--- config.mk ---
export PLATFORM = sky130hd
export DESIGN_NAME = msw_mul_unit
export DESIGN_NICKNAME = d
export VERILOG_FILES = /design/src/rtl/msw_pkg.sv /design/src/rtl/msw_decode.sv /design/src/rtl/msw_arith.sv /design/src/rtl/msw_pipe.sv /design/src/rtl/msw_mul_unit.sv
export SDC_FILE = /design/constraint.sdc
export NUM_CORES = 2
export LEC_CHECK = 0
export CORE_MARGIN = 4
export CORE_UTILIZATION = 55
export CTS_BUF_LIST = sky130_fd_sc_hd__clkbuf_4 sky130_fd_sc_hd__clkbuf_8
export DETAILED_ROUTE_END_ITERATION = 8
export DONT_BUFFER_PORTS = 1
export GPL_ROUTABILITY_DRIVEN = 0
export GPL_TIMING_DRIVEN = 0
export PLACE_DENSITY = 0.7
export SLEW_MARGIN = 10
export SYNTH_ARGS = -nofsm -noshare
export SYNTH_HDL_FRONTEND = slang
export SYNTH_HIERARCHICAL = 1
export SYNTH_SLANG_ARGS = --single-unit
--- constraint.sdc ---
create_clock -name clk -period 19.15 [get_ports clk]
set_clock_uncertainty 0.15 [all_clocks]
set_input_delay 3.83 -clock clk [delete_from_list [all_inputs] [get_ports clk]]
set_output_delay 3.83 -clock clk [all_outputs]
set_load 0.05 [all_outputs]
--- src/rtl/msw_pkg.sv ---
package msw_pkg;

    localparam int WORD_W = 32;
    localparam int IDX_W  = 4;
    localparam int OP_W   = 3;
    localparam int WIDE_W = 2 * WORD_W;

    localparam logic [OP_W-1:0]  OPC_MULACC   = 3'b101;
    localparam logic [OP_W-1:0]  OPC_MULSUB   = 3'b110;
    localparam logic [IDX_W-1:0] IDX_RESERVED = '1;

    typedef enum logic [1:0] {
        K_MUL = 2'd0,
        K_ACC = 2'd1,
        K_SUB = 2'd2,
        K_BAD = 2'd3
    } kind_e;

    typedef struct packed {
        kind_e kind;
        logic  round;
        logic  unpred;
    } ctl_t;

    typedef struct packed {
        logic              unpred;
        logic [WORD_W-1:0] word;
    } res_t;

    function automatic logic idx_reserved(input logic [IDX_W-1:0] idx);
        return idx == IDX_RESERVED;
    endfunction

endpackage

--- src/rtl/msw_decode.sv ---
module msw_decode
    import msw_pkg::*;
(
    input  logic [OP_W-1:0]  op,
    input  logic             round,
    input  logic [IDX_W-1:0] dst_idx,
    input  logic [IDX_W-1:0] srca_idx,
    input  logic [IDX_W-1:0] srcb_idx,
    input  logic [IDX_W-1:0] acc_idx,
    output ctl_t             ctl
);

    logic core_bad;

    // Destination and both sources are used by every form.
    assign core_bad = idx_reserved(dst_idx) | idx_reserved(srca_idx) | idx_reserved(srcb_idx);

    always_comb begin
        ctl.round  = round;
        ctl.kind   = K_BAD;
        ctl.unpred = 1'b1;
        unique case (op)
            OPC_MULACC: begin
                // Accumulator field at 15 means the non-accumulating form.
                ctl.kind   = idx_reserved(acc_idx) ? K_MUL : K_ACC;
                ctl.unpred = core_bad;
            end
            OPC_MULSUB: begin
                ctl.kind   = K_SUB;
                ctl.unpred = core_bad | idx_reserved(acc_idx);
            end
            default: begin
                ctl.kind   = K_BAD;
                ctl.unpred = 1'b1;
            end
        endcase
    end

endmodule

--- src/rtl/msw_arith.sv ---
module msw_arith
    import msw_pkg::*;
(
    input  ctl_t              ctl,
    input  logic [WORD_W-1:0] srca,
    input  logic [WORD_W-1:0] srcb,
    input  logic [WORD_W-1:0] acc,
    output res_t              res
);

    logic signed [WIDE_W-1:0] ext_a;
    logic signed [WIDE_W-1:0] ext_b;
    logic        [WIDE_W-1:0] prod;
    logic        [WIDE_W-1:0] acc_wide;
    logic        [WIDE_W-1:0] sum;
    logic        [WIDE_W-1:0] rnd_inc;
    logic        [WIDE_W-1:0] rounded;

    assign ext_a    = {{WORD_W{srca[WORD_W-1]}}, srca};
    assign ext_b    = {{WORD_W{srcb[WORD_W-1]}}, srcb};
    assign prod     = ext_a * ext_b;
    assign acc_wide = {acc, {WORD_W{1'b0}}};

    always_comb begin
        unique case (ctl.kind)
            K_ACC:   sum = acc_wide + prod;
            K_SUB:   sum = acc_wide - prod;
            default: sum = prod;
        endcase
    end

    // Adding half an LSB of the high word carries bit WORD_W-1 upward.
    assign rnd_inc = {{WORD_W{1'b0}}, ctl.round, {(WORD_W-1){1'b0}}};
    assign rounded = sum + rnd_inc;

    assign res.unpred = ctl.unpred;
    assign res.word   = ctl.unpred ? '0 : rounded[WIDE_W-1:WORD_W];

endmodule

--- src/rtl/msw_pipe.sv ---
module msw_pipe
    import msw_pkg::*;
(
    input  logic clk,
    input  logic rst,
    input  logic in_valid,
    input  res_t d,
    output logic out_valid,
    output res_t q
);

    always_ff @(posedge clk) begin
        if (rst) begin
            out_valid <= 1'b0;
            q         <= '0;
        end else begin
            out_valid <= in_valid;
            if (in_valid) begin
                q <= d;
            end
        end
    end

    // held output while no result is presented
    p_hold_r9: assert property (@(posedge clk) disable iff (rst)
        !out_valid |-> $stable(q));

    // an unpredictable result never carries data
    p_unpred_zero_r6: assert property (@(posedge clk) disable iff (rst)
        (out_valid && q.unpred) |-> (q.word == '0));

endmodule

--- src/rtl/msw_mul_unit.sv ---
module msw_mul_unit
    import msw_pkg::*;
(
    input  logic              clk,
    input  logic              rst,
    input  logic              in_valid,
    input  logic [OP_W-1:0]   in_op,
    input  logic              in_round,
    input  logic [IDX_W-1:0]  in_dst_idx,
    input  logic [IDX_W-1:0]  in_srca_idx,
    input  logic [IDX_W-1:0]  in_srcb_idx,
    input  logic [IDX_W-1:0]  in_acc_idx,
    input  logic [WORD_W-1:0] in_srca,
    input  logic [WORD_W-1:0] in_srcb,
    input  logic [WORD_W-1:0] in_acc,
    output logic              out_valid,
    output logic [WORD_W-1:0] out_result,
    output logic              out_unpred
);

    ctl_t ctl;
    res_t comb_res;
    res_t held_res;

    msw_decode u_decode (
        .op       (in_op),
        .round    (in_round),
        .dst_idx  (in_dst_idx),
        .srca_idx (in_srca_idx),
        .srcb_idx (in_srcb_idx),
        .acc_idx  (in_acc_idx),
        .ctl      (ctl)
    );

    msw_arith u_arith (
        .ctl  (ctl),
        .srca (in_srca),
        .srcb (in_srcb),
        .acc  (in_acc),
        .res  (comb_res)
    );

    msw_pipe u_pipe (
        .clk       (clk),
        .rst       (rst),
        .in_valid  (in_valid),
        .d         (comb_res),
        .out_valid (out_valid),
        .q         (held_res)
    );

    assign out_result = held_res.word;
    assign out_unpred = held_res.unpred;

    // one-cycle latency, valid tracks input valid
    p_valid_lat_r8: assert property (@(posedge clk) disable iff (rst)
        in_valid |=> out_valid);
    p_idle_lat_r8: assert property (@(posedge clk) disable iff (rst)
        !in_valid |=> !out_valid);

    // reserved destination index always reported
    p_dst_flag_r6: assert property (@(posedge clk) disable iff (rst)
        (in_valid && in_dst_idx == IDX_RESERVED) |=> out_unpred);

    // unknown op codes always reported
    p_bad_op_r7: assert property (@(posedge clk) disable iff (rst)
        (in_valid && in_op != OPC_MULACC && in_op != OPC_MULSUB) |=> (out_unpred && out_result == '0));

    // a zero operand in plain unrounded multiply yields zero
    p_zero_mul_r2: assert property (@(posedge clk) disable iff (rst)
        (in_valid && ctl.kind == K_MUL && !in_round && (in_srca == '0 || in_srcb == '0))
        |=> (out_result == '0));

endmodule

==> results.txt <==
Outcome -> finished clean
Die H -> 289.7 um
CP required -> 19190 ps
Residual DRC count -> 0
Fin crit period -> 16910 ps
Port bufs -> 0
Area Growth Syn to Fin -> 3.351%
Slowest-stage cell, CP -> a2111oi_0
Io pins -> 153
Hold Crit Depth -> 2
DR iter-0 viols -> 3522
DR vias -> 36160
Footprint of the multi-input gates -> 37980 um2
Fraction of registers with async set/reset -> 0
Post-route ant nets -> 0
Netlist cell types -> 91
Arrival time worst endpoint -> 16950 ps
Final Net Count -> 6468
Drt wl/cell -> 24.29 um
Setup Viol. Count Final -> 0
First-pass GRT wire length -> 225000 um
# Max-Cap Violations -> 0
Clk buf depth -> 2
Initial Utilization -> 0.5535
Gr usage total -> 0.3585
Clock Sinks -> 34
EDFF count, synth -> 0
Site Rows -> 103
Syn avg cell area -> 8.722 um2
Top-count cell post-synth -> fa_1
WS Path Type -> in -> reg
Die width -> 289.7 um
Post-Place Worst Slack -> 1765 ps
Top FF cell, synth -> dfxtp_1
Synth area leader -> fa_1
Critical Path Most Common Cell -> fa_1
Critical Path Source Type -> input port
Clock latency on the worst-skew pair -> 290 ps
Gate count of the mapped netlist -> 5005
Clk root buf -> clkbuf_8
RSZ-0062 raised after global routing -> false
Slew @ Worst Pin -> 1226 ps
Final hold viol count -> 0
Die Area -> 83940 um2
Clock slew seen by the registers of the worst setup and hold paths -> 80 ps
Max Slew Vio Count -> 0
Synth top area share -> 0.4967
Total gr overflow -> 0
Filler instances -> 7226
Number of vias per cell -> 5.961
Top post-synthesis cells by area -> fa_1 (50%), inv_1 (8.9%), ha_1 (7.3%), and2_1 (6.9%), nand2_1 (5.4%)
Pre-Repair DR Iteration Count -> 6
Number of H-tree levels -> 2
Largest net degree at the start of global routing -> 22
Setup TNS -> 0 ps
Final std cells w/o fill -> 6066
Fmax -> 0.05913 GHz
Yosys warns -> 6
Mapped Area -> 43650 um2
Vias in the first global route -> 37230
Cell count of the worst reg-to-reg path -> 2
Final worst-path cycle share -> 0.8831
Setup WS post-layout -> 2239 ps
Crit path max fanout -> 10
Initial antenna violation count -> 9
Detail Placement HPWL -> 127500 um
Max_slew headroom -> 0.1615
Top cells by count, synth -> fa_1 (1083), inv_1 (1031), nand2_1 (633), and2_1 (478), ha_1 (254)
TritonCTS Buffers -> 5
Dpl cells -> 6055
CTS tree -> yes
Resized cells post-CTS -> 0
Post CTS Setup Buffer Count -> 0
Endpoint class of the critical path -> register
Syn_nets -> 6461
Slowest stage delay, CP -> 880 ps
FF/Latch Area -> 680.7 um2
Flops & latches, synth -> 34
Hold buffer count at cts -> 0
Ratio of cells with drive above 1 in the final layout -> 0.01117
Core box area -> 78870 um2
HP Class -> reg -> reg
Register area share after synthesis -> 0.01559
WL final -> 147300 um
[path summary, 6_finish.rpt]
check | start | end | slack [ps]
worst min-delay path | u_pipe/q[10]$_SDFFE_PP0P_ | u_pipe/q[10]$_SDFFE_PP0P_ | 620
worst max register to register | u_pipe/q[12]$_SDFFE_PP0P_ | u_pipe/q[12]$_SDFFE_PP0P_ | 17980
worst min register to register | u_pipe/q[10]$_SDFFE_PP0P_ | u_pipe/q[10]$_SDFFE_PP0P_ | 620
worst max-delay path | in_srca[31] | u_pipe/q[31]$_SDFFE_PP0P_ | 2240
[final cells by class]
class	instances	share of cell area
multi-input cells	3662	0.8419
inverters	1033	0.08594
well taps	1050	0.02912
plain buffers	276	0.02477
flip-flops and latches	34	0.01509
clock buffers	5	0.001525
clock inverters	3	0.001525
diodes	3	0.0001664
[cells in the final DEF, fill, tap and decap left out, drive strengths merged, types with 23 or more instances in the layout]
| cell type | instances |
|---|---|
| nand4 | 35 |
| inv | 1031 |
| fa | 1083 |
| a21oi | 152 |
| ha | 254 |
| nand3 | 50 |
| buf | 23 |
| dfxtp | 34 |
| nand2 | 633 |
| nor2 | 215 |
| and2 | 478 |
| nor3 | 51 |
| nor4 | 28 |
| o21bai | 23 |
| mux2i | 49 |
| xnor2 | 72 |
| nor2b | 27 |
| a21o | 43 |
| nand2b | 24 |
| a211oi | 24 |
| xor2 | 32 |
| clkbuf | 258 |
| o21ai | 96 |
[state kept, by name, summed over array words and instances (netlist names)]
register	flops
u_pipe/out_valid	1
u_pipe/q	33
[worst max-delay path, delay by kind of cell]
kind,cells,cell delay [ps]
multiplexers,2,190
AO/OA/AOI/OAI,13,4280
AND/OR/NAND/NOR,10,2290
XOR/XNOR,1,150
adder cells (fa/ha/maj),10,5050
buffers and inverters,4,1110
[routing by layer]
layer	vias up	track usage	part of all wire
li1	15220	-	-
met2	2216	0.5521	0.44
met4	10	0.1993	0.075
met5	-	0	0.00058
met1	18130	0.4505	0.35
met3	588	0.1144	0.13
[logic make-up (layout without fill, tap and decap cells)]
| kind of cell | after synthesis | in the layout | share of synthesized area |
|---|---|---|---|
| simple gates | 1632 | 1632 | 0.1858 |
| fa+ha+maj | 1337 | 1337 | 0.5695 |
| buf+inv | 1309 | 1317 | 0.1144 |
| compound gates | 537 | 537 | 0.08180 |
| xor+xnor | 104 | 104 | 0.02087 |
| mux | 52 | 52 | 0.01201 |
| flops | 34 | 34 | 0.01559 |
| other cells | 0 | 3 | 0 |
[through the flow]
stage,area (um2),hold WS (ps),utilization
3_3_place_gp,44970,607.5,0.5701
4_1_cts,45110,625.3,0.5719
6_report,45120,620.2,0.5720
5_1_grt,45110,643.5,0.5719
2_1_floorplan,43650,586.8,-
3_5_place_dp,44970,610.6,0.5702
Power is left out: the tool's default activity adds up to more than one toggle a clock period on the data nets, which glitch-free logic cannot reach.
